**src/rtl/div_pkg.sv**
```systemverilog
package div_pkg;
  localparam int unsigned ADDR_W = 3;

  typedef enum logic [ADDR_W-1:0] {
    SEL_DVD  = 3'd0,
    SEL_DVS  = 3'd1,
    SEL_QUO  = 3'd2,
    SEL_REM  = 3'd3,
    SEL_CTRL = 3'd4
  } reg_sel_e;

  localparam int unsigned CTRL_READY_BIT  = 0;
  localparam int unsigned CTRL_SIGNED_BIT = 1;
endpackage

```
**src/rtl/div_step.sv**
```systemverilog
// One restoring step: shift in the next dividend bit, subtract if it fits.
module div_step #(
  parameter int unsigned W = 32
) (
  input  logic [W-1:0] part_i,
  input  logic [W-1:0] quo_i,
  input  logic [W-1:0] den_i,
  output logic [W-1:0] part_o,
  output logic [W-1:0] quo_o
);
  logic [W:0] shifted;
  logic [W:0] diff;
  logic       fits;

  always_comb begin
    shifted = {part_i, quo_i[W-1]};
    diff    = shifted - {1'b0, den_i};
    fits    = ~diff[W];
    part_o  = fits ? diff[W-1:0] : shifted[W-1:0];
    quo_o   = {quo_i[W-2:0], fits};
  end
endmodule

```
**src/rtl/div_core.sv**
```systemverilog
module div_core #(
  parameter int unsigned W = 32,
  parameter int unsigned B = 4
) (
  input  logic         clk_i,
  input  logic         rst_ni,
  input  logic         start_i,
  input  logic         signed_i,
  input  logic [W-1:0] dividend_i,
  input  logic [W-1:0] divisor_i,
  output logic [W-1:0] quot_o,
  output logic [W-1:0] rem_o,
  output logic         ready_o,
  output logic         run_signed_o
);
  localparam int unsigned CYCLES = W / B;
  localparam int unsigned CNT_W  = $clog2(CYCLES + 1);

  logic [CNT_W-1:0] cnt_q;
  logic [W-1:0]     part_q, quo_q, den_q;
  logic [W-1:0]     quot_q, rem_q;
  logic             neg_quo_q, neg_rem_q, sgn_q;

  logic [W-1:0] part_ch [0:B];
  logic [W-1:0] quo_ch  [0:B];

  function automatic logic [W-1:0] mag(input logic [W-1:0] v, input logic s);
    return (s && v[W-1]) ? (~v + W'(1)) : v;
  endfunction

  assign part_ch[0] = part_q;
  assign quo_ch[0]  = quo_q;

  for (genvar g = 0; g < B; g++) begin : g_step
    div_step #(.W(W)) u_step (
      .part_i(part_ch[g]),
      .quo_i (quo_ch[g]),
      .den_i (den_q),
      .part_o(part_ch[g+1]),
      .quo_o (quo_ch[g+1])
    );
  end

  logic         last_step;
  logic [W-1:0] fin_quo, fin_rem;

  assign last_step = (cnt_q == CNT_W'(1));
  assign fin_quo   = neg_quo_q ? (~quo_ch[B] + W'(1)) : quo_ch[B];
  assign fin_rem   = neg_rem_q ? (~part_ch[B] + W'(1)) : part_ch[B];

  always_ff @(posedge clk_i or negedge rst_ni) begin
    if (!rst_ni) begin
      cnt_q     <= '0;
      part_q    <= '0;
      quo_q     <= '0;
      den_q     <= '0;
      quot_q    <= '0;
      rem_q     <= '0;
      neg_quo_q <= 1'b0;
      neg_rem_q <= 1'b0;
      sgn_q     <= 1'b0;
    end else if (start_i) begin
      // restart always wins, including over a finishing step
      cnt_q     <= CNT_W'(CYCLES);
      part_q    <= '0;
      quo_q     <= mag(dividend_i, signed_i);
      den_q     <= mag(divisor_i, signed_i);
      neg_quo_q <= signed_i & (dividend_i[W-1] ^ divisor_i[W-1]);
      neg_rem_q <= signed_i & dividend_i[W-1];
      sgn_q     <= signed_i;
    end else if (cnt_q != '0) begin
      cnt_q  <= cnt_q - CNT_W'(1);
      part_q <= part_ch[B];
      quo_q  <= quo_ch[B];
      if (last_step) begin
        quot_q <= fin_quo;
        rem_q  <= fin_rem;
      end
    end
  end

  assign quot_o       = quot_q;
  assign rem_o        = rem_q;
  assign ready_o      = (cnt_q == '0);
  assign run_signed_o = sgn_q;

  a_r2_count_range: assert property (@(posedge clk_i) disable iff (!rst_ni)
    cnt_q <= CNT_W'(CYCLES));

  a_r1_start_busy: assert property (@(posedge clk_i) disable iff (!rst_ni)
    start_i |=> !ready_o);

  a_r3_part_below_den: assert property (@(posedge clk_i) disable iff (!rst_ni)
    (cnt_q != '0 && den_q != '0) |-> part_q < den_q);

  a_r2_results_hold: assert property (@(posedge clk_i) disable iff (!rst_ni)
    (ready_o && !start_i) |=> ($stable(quot_o) && $stable(rem_o)));
endmodule

```
**src/rtl/int_div_unit.sv**
```systemverilog
module int_div_unit
  import div_pkg::*;
#(
  parameter int unsigned WIDTH        = 32,
  parameter int unsigned BITS_PER_CYC = 4
) (
  input  logic              clk_i,
  input  logic              rst_ni,
  input  logic              wr_en_i,
  input  logic [ADDR_W-1:0] addr_i,
  input  logic [WIDTH-1:0]  wr_data_i,
  output logic [WIDTH-1:0]  rd_data_o
);
  logic [WIDTH-1:0] dividend_q, divisor_q;
  logic             mode_q;
  logic             wr_dvd, wr_dvs, wr_ctl, start;
  logic [WIDTH-1:0] dvd_next, dvs_next;
  logic [WIDTH-1:0] quot, rem;
  logic             ready, run_signed;

  assign wr_dvd   = wr_en_i && (addr_i == SEL_DVD);
  assign wr_dvs   = wr_en_i && (addr_i == SEL_DVS);
  assign wr_ctl   = wr_en_i && (addr_i == SEL_CTRL);
  assign start    = wr_dvd || wr_dvs;
  assign dvd_next = wr_dvd ? wr_data_i : dividend_q;
  assign dvs_next = wr_dvs ? wr_data_i : divisor_q;

  always_ff @(posedge clk_i or negedge rst_ni) begin
    if (!rst_ni) begin
      dividend_q <= '0;
      divisor_q  <= '0;
      mode_q     <= 1'b0;
    end else begin
      dividend_q <= dvd_next;
      divisor_q  <= dvs_next;
      if (wr_ctl) mode_q <= wr_data_i[CTRL_SIGNED_BIT];
    end
  end

  div_core #(.W(WIDTH), .B(BITS_PER_CYC)) u_core (
    .clk_i       (clk_i),
    .rst_ni      (rst_ni),
    .start_i     (start),
    .signed_i    (mode_q),
    .dividend_i  (dvd_next),
    .divisor_i   (dvs_next),
    .quot_o      (quot),
    .rem_o       (rem),
    .ready_o     (ready),
    .run_signed_o(run_signed)
  );

  always_comb begin
    rd_data_o = '0;
    case (addr_i)
      SEL_DVD:  rd_data_o = dividend_q;
      SEL_DVS:  rd_data_o = divisor_q;
      SEL_QUO:  rd_data_o = quot;
      SEL_REM:  rd_data_o = rem;
      SEL_CTRL: begin
        rd_data_o[CTRL_READY_BIT]  = ready;
        rd_data_o[CTRL_SIGNED_BIT] = mode_q;
      end
      default:  rd_data_o = '0;
    endcase
  end

  a_r1_write_clears: assert property (@(posedge clk_i) disable iff (!rst_ni)
    (wr_en_i && (addr_i == SEL_DVD || addr_i == SEL_DVS)) |=> !ready);

  a_r3_unsigned_identity: assert property (@(posedge clk_i) disable iff (!rst_ni)
    ($rose(ready) && !run_signed && divisor_q != '0)
      |-> (quot * divisor_q + rem == dividend_q) && (rem < divisor_q));

  a_r6_div0_unsigned: assert property (@(posedge clk_i) disable iff (!rst_ni)
    ($rose(ready) && !run_signed && divisor_q == '0)
      |-> (quot == '1) && (rem == dividend_q));

  a_r4_rem_sign: assert property (@(posedge clk_i) disable iff (!rst_ni)
    ($rose(ready) && run_signed && rem != '0)
      |-> rem[WIDTH-1] == dividend_q[WIDTH-1]);

  a_r7_div0_rem: assert property (@(posedge clk_i) disable iff (!rst_ni)
    ($rose(ready) && run_signed && divisor_q == '0) |-> rem == dividend_q);

  a_r10_result_ro: assert property (@(posedge clk_i) disable iff (!rst_ni)
    (wr_en_i && (addr_i == SEL_QUO || addr_i == SEL_REM) && ready)
      |=> ($stable(quot) && $stable(rem)));
endmodule

```
**config.mk**
```make
export PLATFORM = sky130hd
export DESIGN_NAME = int_div_unit
export DESIGN_NICKNAME = d
export VERILOG_FILES = /design/src/rtl/div_pkg.sv /design/src/rtl/div_step.sv /design/src/rtl/div_core.sv /design/src/rtl/int_div_unit.sv
export SDC_FILE = /design/constraint.sdc
export NUM_CORES = 1
export LEC_CHECK = 0
export ABC_AREA = 1
export CORE_MARGIN = 5
export CORE_UTILIZATION = 32
export CTS_CLUSTER_DIAMETER = 50
export DETAILED_ROUTE_END_ITERATION = 12
export DONT_BUFFER_PORTS = 1
export RECOVER_POWER = 25
export SYNTH_ARGS = -nofsm -noshare
export SYNTH_HDL_FRONTEND = slang
export SYNTH_SLANG_ARGS = --single-unit
```
**constraint.sdc**
```tcl
create_clock -name clk_i -period 9.3 [get_ports clk_i]
set_input_delay 0.93 -clock clk_i [delete_from_list [all_inputs] [get_ports clk_i]]
set_output_delay 0.93 -clock clk_i [all_outputs]
set_load 0.05 [all_outputs]
```
# After elaboration in Yosys (flattened, before gate mapping)
# Index checks and enable logic that the tools add are counted.
# word_totals
ff_bits,231
elab_cells,66
# op_classes
reduce_logical,11
mux,18
add_sub_neg,9
eq_ne,5
bitwise,12
# ops
op,n
two-way mux 32 bit,14
subtractor 33 x 32 -> 33 bit,4
adder 32 x 1 -> 32 bit (second input constant),4
NOT 32 bit,4
case mux 30 bit (4 select lines),1
case mux 2 bit (5 select lines),1
two-way mux 4 bit,2
== test 3 x 2 -> 1 bit (second input constant),2
logical AND 1 bit,5
NOT 1 bit,5
== test 4 x 1 -> 1 bit (second input constant),1
zero test 4 bit,1
nonzero test 4 bit,1
subtractor 4 x 1 -> 4 bit (second input constant),1
== test 3 x 1 -> 1 bit (second input constant),1
== test 3 bit (second input constant),1
zero test 3 bit,1
AND reduction 3 bit,1
bitwise AND 1 bit,2
nonzero test 2 bit,1
logical OR 1 bit,1
XOR 1 bit,1

# Logic depth before layout (Yosys ltp)
# Gate-level depths: netlist of the first run.
# logic_depth
ltp_word,11
depth_mapped,76

# Hierarchy
# A second synthesis of the first run with hierarchy kept.
# hier_totals
cells_unflattened,4730
area_unflattened_um2,27137.3
# by_module_without_submodules
mod,instances,cells_per_inst,seq_area_each_um2,area_each_um2
div_step (u_core.g_step[0].u_step ...),3,712,0.0,3390.8
div_core,1,1430,4179.0,10008.3
div_step (u_core.g_step[3].u_step),1,716,0.0,3500.9
int_div_unit,1,448,1626.6,3455.8

# Worst setup path after synthesis of the first run
# No wires, ideal clock.
# synth_timing
kind,reg-to-reg
startpoint,reg u_core.den_q[1]
endpoint,reg u_core.quot_q[28] (netlist: u_core.quot_o[28])
slack_ps,-405
path_buffers,5
path_stages_with_launch,68
arrival_ps,9623
cell_sequence,dfrtp_1 inv_1 fa_1 nand2_1 nand2_1 nand3_1 nand2_2 nand2_1 nand2_2 nand2_2 nand3_2 nand2_4 buf_4 clkbuf_1 o21ai_0 nand2_1 inv_1 ha_1 (+32 left out) o21ai_1 a21oi_1 o21ai_1 a21oi_1 nand2_4 nand2_4 buf_4 ha_1 inv_1 nor3_1 nand3_1 nor2_1 nand3_1 o31a_1 a21oi_1 xor2_1 nand2_1 o21ai_0
# synth_via
elab_chain_cells,11
# synth_rtl
item,line,source
"start, declared",div_core.sv:20,"logic [W-1:0] part_q, quo_q, den_q;"
"start signal, assigned",div_core.sv:67,"den_q <= mag(divisor_i, signed_i);"
subtractor 33 x 32 -> 33 bit,div_step.sv:17,"diff = shifted - {1'b0, den_i};"
two-way mux 32 bit,div_step.sv:19,part_o = fits ? diff[W-1:0] : shifted[W-1:0];
subtractor 33 x 32 -> 33 bit,div_step.sv:17,
two-way mux 32 bit,div_step.sv:19,
subtractor 33 x 32 -> 33 bit,div_step.sv:17,
two-way mux 32 bit,div_step.sv:19,
subtractor 33 x 32 -> 33 bit,div_step.sv:17,
NOT 1 bit,div_step.sv:18,fits = ~diff[W];
NOT 32 bit *,div_core.sv:48,assign fin_quo = neg_quo_q ? (~quo_ch[B] + W'(1)) : quo_ch[B];
adder 32 x 1 -> 32 bit *,div_core.sv:48,
two-way mux 32 bit *,div_core.sv:48,
"end signal, assigned",div_core.sv:76,quot_q <= fin_quo;
"end, declared",div_core.sv:21,"logic [W-1:0] quot_q, rem_q;"
# Every way passes the cells marked *; elsewhere a longest branch is shown, timed or not.
# A chain may end at the register's enable or synchronous reset.

# Final worst setup path of the first run
# layout_timing
startpoint,reg u_core.den_q[26]
endpoint,reg u_core.quot_q[26] (netlist: u_core.quot_o[26])
# The elaborated chain is that of the path after synthesis.

==> results of run 1 <==
## per-layer routing
| metal | vias to the layer above | part of all wire | GRT usage |
|---|---|---|---|
| met5 | - | 0.00047 | 0 |
| met4 | 2 | 0.037 | 0.0728 |
| met3 | 196 | 0.070 | 0.0442 |
| met2 | 892 | 0.46 | 0.409 |
| met1 | 11900 | 0.43 | 0.325 |
| li1 | 12400 | - | - |
## state kept, by name, indices dropped and copies added (netlist names)
name,flops
u_core.den_q,32
mode_q,1
u_core.neg_rem_q,1
u_core.quot_o,32
dividend_q,32
u_core.neg_quo_q,1
divisor_q,32
u_core.rem_o,32
u_core.cnt_q,4
u_core.quo_q,32
u_core.part_q,32
## cells by family (layout without fill, tap and decap cells)
kind of cell	count (synthesis)	in the layout	synth area share
compound gates	668	668	0.178
xor+xnor	172	172	0.0695
fa+ha+maj	139	139	0.0817
buf+inv	559	1355	0.102
flops	231	231	0.267
mux	18	18	0.00837
other cells	0	1	0
simple gates	1495	1497	0.293
## per-stage QoR
step           hold slack, ns  setup slack (ns)  utilization
2_1_floorplan           0.449           0.00859            -
3_3_place_gp            0.465             -1.27        0.419
3_5_place_dp            0.465             -1.37        0.419
4_1_cts                0.0499            0.0133        0.448
5_1_grt                0.0465            -0.455        0.473
6_report               0.0607          -0.00566        0.473
## cells in the final DEF (no fill, tap or decap), drive strengths merged, types with 120 or more instances in the layout
| cell type | n |
|---|---|
| nand3 | 200 |
| a21oi | 167 |
| buf | 829 |
| ha | 135 |
| inv | 465 |
| dfrtp | 231 |
| nor2 | 234 |
| xor2 | 120 |
| o21ai | 331 |
| nand2 | 942 |
## final timing paths
check,startpoint,to,slack [ns],cells after the start
max,u_core.den_q[26],u_core.quot_o[26],-0.006,68
min,rst_ni,dividend_q[19],0.06,0
max reg2reg,u_core.den_q[26],u_core.quot_o[26],-0.006,68
min reg2reg,u_core.quot_o[19],u_core.quot_o[19],0.48,2
max in group asynchronous,rst_ni,u_core.den_q[19],8.80,0
min in group clk_i,u_core.quot_o[19],u_core.quot_o[19],0.48,2
## what timing repair did
action | CTS | global route
resized for setup | 187 | 318
buffers inserted | 18 | 40
cloned | 5 | 3
endpoints found under the setup margin | 97 | 92
hold buffers | 0 | 0
pin swaps | 43 | 113
## final cells by class
type                    instances  area, sq um  share of cell area
clock inverters                15          191             0.00603
multi-input cells            2494        15400               0.485
well taps                     873         1090              0.0344
inverters                     463         1750              0.0551
diodes                          1         2.50           0.0000788
flip-flops and latches        231         5780               0.182
clock buffers                  44          928              0.0293
repair buffers                833         6590               0.208
==> results_dict.tcl, run 1 <==
set metrics [dict create \
    dieWidth_um 270 \
    report.final.slew_viol_count 0 \
    antenna_left 0 \
    cp_slowest_cell "o41ai_2" \
    synth.area.top_cells "dfrtp_1 (27%), nand2_1 (16%), ha_1 (7.8%)" \
    cpMostUsedCell "nand2_2" \
    yosysTopAreaCell "dfrtp_1" \
    io-pin-count 70 \
    ys_warn_count 0 \
    max_freq_mhz 107 \
    dpl.cell_count 4828 \
    cts_inserted_buffers 34 \
    synth_flop_cell "dfrtp_1" \
    drtIter0Drc 2211 \
    grt_usage 0.245 \
    antenna_found_initial 1 \
    cp_max_fo 7 \
    synth_top_area_frac 0.267 \
    fp.dieH_um 270 \
    drtPass1Iterations 5 \
    grt_setup_unrepaired "true" \
    num_vias 25400 \
    route.detailed.drc 0 \
    synth-seq-cells 231 \
    grt_pass1_wl_um 141000 \
    initial_utilization 0.323 \
    layout_setup_ws_ns -0.00566 \
    grt_max_degree 232 \
    synthArstFlopShare 1.00 \
    cp-start-kind "flop" \
    cts_buffer_depth 3 \
    fin_nets 4234 \
    core_area_sq_mm 0.0672 \
    worstMarginPinSlew_ns 1.24 \
    instances_no_fill 4954 \
    fillers 6714 \
    post-route-period-util 1.00 \
    drv_cap 0 \
    rows 95 \
    cts.sinks 231 \
    synthDistinctLibCells 65 \
    required_ns 9.73 \
    synth_edf_count 0 \
    areaGrowthSynthToFinish_pct 46.5 \
    syn_inst 3282 \
    setup_tns_ns -0.00566 \
    io_buffers 0 \
    synth_area_sq_mm 0.0217 \
    placed_cell_area_sq_mm 0.0282 \
    critPathBufInv 18 \
    die_area_sq_mm 0.0730 \
    wire_per_inst_um 19.2 \
    critPathMaxStageDelay_ns 0.39 \
    finClkSkew_ns 0.0427 \
    crit_family "simple AND/OR/NAND/NOR gates" \
    hold_path.class "input port to async pin" \
    clk-insertion-delay-late_ns 0.56 \
    cts_tree "done" \
    end_kind "flop" \
    wl_um 95100 \
    setup_violations 1 \
    synth.yosys.seq_area_share 0.267 \
    clk_transition_reported_paths_ns 0.06 \
    hold_violations 0 \
    violations "negative setup slack" \
    max-slew-margin-rel 0.171 \
    hpwl_um 74500 \
    syn_avg_cell_area_sq_um 6.60 \
    worstPathArrival_ns 9.73 \
    final_layout_size_suffix_gt1_frac 0.319 \
    layout_min_cycle_time_ns 9.31 \
    place_congestion 0.968 \
    cts_root_buffer "clkbuf_16" \
    synth_fp_nets 3459 \
    critical_path_class "flop to flop" \
    synth.most_common_cell "nand2_1" \
    first_global_vias 24100 \
    fin_area_sq_mm 0.0317 \
    h-tree-depth 2 \
    synth_common_cells "nand2_1 (908), inv_1 (449), o21ai_0 (299), dfrtp_1 (231), nor2_1 (220)" \
    avgViaCountPerCell 5.13 \
    outcome "finished, violations left" \
    grt_overflow 0 \
]
Power of run 1 is not shown: default switching activity piles up to over one toggle a cycle in this logic, so the estimate is an artifact.
==> run 2, diff against run 1 <==
Settings changed: ABC_AREA 1 to unset.
Clock period 9.3 ns to 8.5 ns, I/O delays scaled along.
==> run 2 against run 1 <==
  * The flow finishes with violations (max-capacitance violations, max-slew violations, negative setup slack)
  * Synthesized cell count decreased by 22%
  * Routed wire length decreased by 11%
  * Clock skew decreased by 0.0061 ns
  * Sequential cell count unchanged
  * Global-route usage decreased by 2.6 points
  * Critical path depth decreased by 6
  * Worst setup slack got worse by 3.6 ns
  * Non-clock buffer count increased by 8
  * Worst hold slack improved by 0.34 ns
  * Utilization increased by 0.90 points
  * Count of clock-buffer cells in the layout decreased by 4
  * Critical path type unchanged
==> results_dict.tcl, run 2 <==
set metrics [dict create \
    critical_path_class "flop to flop" \
    max_freq_mhz 82.6 \
    finClkSkew_ns 0.0366 \
    synthDistinctLibCells 102 \
    first_global_vias 21500 \
    cts_inserted_buffers 31 \
    layout_min_cycle_time_ns 12.11 \
    critical_path_depth 62 \
    io_buffers 0 \
    route.detailed.drc 0 \
    grt_usage 0.219 \
    dpl.cell_count 4048 \
    required_ns 9.00 \
    instances_no_fill 4205 \
    h-tree-depth 1 \
    outcome "finished, violations left" \
    fp.dieH_um 268 \
    report.final.slew_viol_count 232 \
    end_kind "flop" \
    wire_per_inst_um 20.1 \
    place_congestion 0.985 \
    synth_area_sq_mm 0.0212 \
    final_layout_size_suffix_gt1_frac 0.374 \
    synth_top_area_frac 0.272 \
    hpwl_um 64100 \
    synth_common_cells "nand2_1 (294), dfrtp_1 (231), o21ai_0 (230), nor2_1 (167), a21oi_1 (156)" \
    yosysTopAreaCell "dfrtp_1" \
    synth.yosys.seq_area_share 0.272 \
    syn_avg_cell_area_sq_um 8.30 \
    drtPass1Iterations 5 \
    die_area_sq_mm 0.0716 \
    syn_inst 2558 \
    areaGrowthSynthToFinish_pct 49.1 \
    cp_max_fo 7 \
    synthArstFlopShare 1.00 \
    hold_path.class "input port to flop" \
    initial_utilization 0.323 \
    cpMostUsedCell "o31a_1" \
    synth-seq-cells 231 \
    cts_buffer_depth 3 \
    num_vias 22600 \
    layout_setup_ws_ns -3.61 \
    critPathMaxStageDelay_ns 0.47 \
    cts_tree "done" \
    synth_edf_count 0 \
    grt_setup_unrepaired "true" \
    dieWidth_um 268 \
    setup_violations 97 \
    ys_warn_count 0 \
    synth.most_common_cell "nand2_1" \
    crit_family "compound AO/OA/AOI/OAI gates" \
    wl_um 84400 \
    rows 94 \
    worstMarginPinSlew_ns 6.02 \
    drtIter0Drc 1884 \
    antenna_left 0 \
    layout_commonest_cell "buf_4" \
    mostFrequentLayoutCells "buf_4 (760), nand2_1 (277), dfrtp_1 (231), o21ai_0 (172), nor2_1 (148)" \
    pre_cts_ws_ns -3.82 \
    synth_flop_cell "dfrtp_1" \
    synth.area.top_cells "dfrtp_1 (27%), ha_1 (8.0%), xnor2_1 (5.8%)" \
    r2r_cells 62 \
    antennaDiodeCount 0 \
    max-slew-margin-rel -3.01 \
    io-pin-count 70 \
    antenna_found_initial 0 \
    core_area_sq_mm 0.0657 \
    clk_transition_reported_paths_ns 0.06 \
    drv_cap 1 \
    hold_violations 0 \
    post-route-period-util 1.42 \
    worstPathArrival_ns 12.61 \
    violations "max-capacitance violations, max-slew violations, negative setup slack" \
    synth_fp_nets 2735 \
    cp-start-kind "flop" \
    fin_nets 3493 \
    cts_root_buffer "clkbuf_16" \
    clk-insertion-delay-late_ns 0.62 \
    grt_pass1_wl_um 124000 \
    critPathBufInv 12 \
    min_path_cells 1 \
    cp_slowest_cell "a2111oi_4" \
    grt_max_degree 232 \
    cts.sinks 231 \
    avgViaCountPerCell 5.38 \
    grt_overflow 0 \
]
[run 2: cell count changes after synthesis, sizes merged, moves of 35 or more]
cell	delta
xnor2	+90
nor2	-67
a221o	+35
mux2i	+89
nand3	-164
nand2	-645
a21o	+52
inv	-327
mux2	+56
o21ai	-76
[run 2: cells by family after synthesis]
| logic type | count (synthesis) | synth area share |
|---|---|---|
| DFF | 231 | 0.272 |
| adders and majority gates | 139 | 0.0833 |
| xor gates and xnor gates | 230 | 0.0961 |
| AOI/OAI and AO/OA | 822 | 0.262 |
| muxes | 165 | 0.0831 |
| buffers and inverters | 250 | 0.0464 |
| and+or+nand+nor | 721 | 0.157 |
[run 2: layer usage]
metal	vias to the layer above	routed length (um)	track usage
li1	10800	-	-
met1	11000	35100	0.284
met2	679	41200	0.379
met3	141	4320	0.0216
met4	0	3760	0.0799
met5	-	0	0
[run 2: metrics by stage]
step	utilization	cell area (sq um)	setup TNS [ns]	hold WS, ns
6_report	0.482	31700	-301.72	0.403
5_1_grt	0.482	31700	-339.29	0.390
4_1_cts	0.463	30400	-285.78	0.392
3_5_place_dp	0.427	28100	-322.43	0.470
3_3_place_gp	0.427	28100	-304.39	0.462
2_1_floorplan	-	21900	-332.69	0.450
[run 2: area by class of cell]
class / instances / area (sq um)
fill: 6125 / 34100
multi-input combinational: 2077 / 16300
timing repair buffer: 841 / 6860
sequential: 231 / 5780
tap: 864 / 1080
clock buffer: 40 / 850
inverter: 134 / 510
clock inverter: 18 / 244
[run 2: worst reg2reg max path, delay by kind of cell, from the launching register on]
kind / cells / cell delay (ns)
adder cells (fa/ha/maj): 6 / 1.46
multiplexers: 4 / 1.08
flip-flops: 1 / 0.38
buffers and inverters: 12 / 1.52
XOR/XNOR: 2 / 0.24
AO/OA/AOI/OAI: 27 / 5.75
AND/OR/NAND/NOR: 11 / 1.52
[run 2: path summary, 6_finish.rpt]
path                              startpoint                end  slack, ns
hold reg to reg            u_core.quot_o[24]  u_core.quot_o[24]       0.48
hold / removal                  wr_data_i[1]             mode_q       0.40
min in group asynchronous             rst_ni    u_core.rem_o[7]       2.38
max in group asynchronous             rst_ni   u_core.quo_q[30]       2.59
setup / recovery            u_core.quo_q[31]   u_core.rem_o[30]      -3.61
setup reg to reg            u_core.quo_q[31]   u_core.rem_o[30]      -3.61
[run 2: what timing repair did]
item | in CTS | in global routing
gates resized for setup | 160 | 192
hold buffers | 1 | 0
buffers inserted | 58 | 45
cloned | 3 | 1
hold endpoints to repair | 231 | 0
endpoints found under the setup margin | 97 | 98
pin swaps | 64 | 89
Power of run 2 is left out for the same reason.
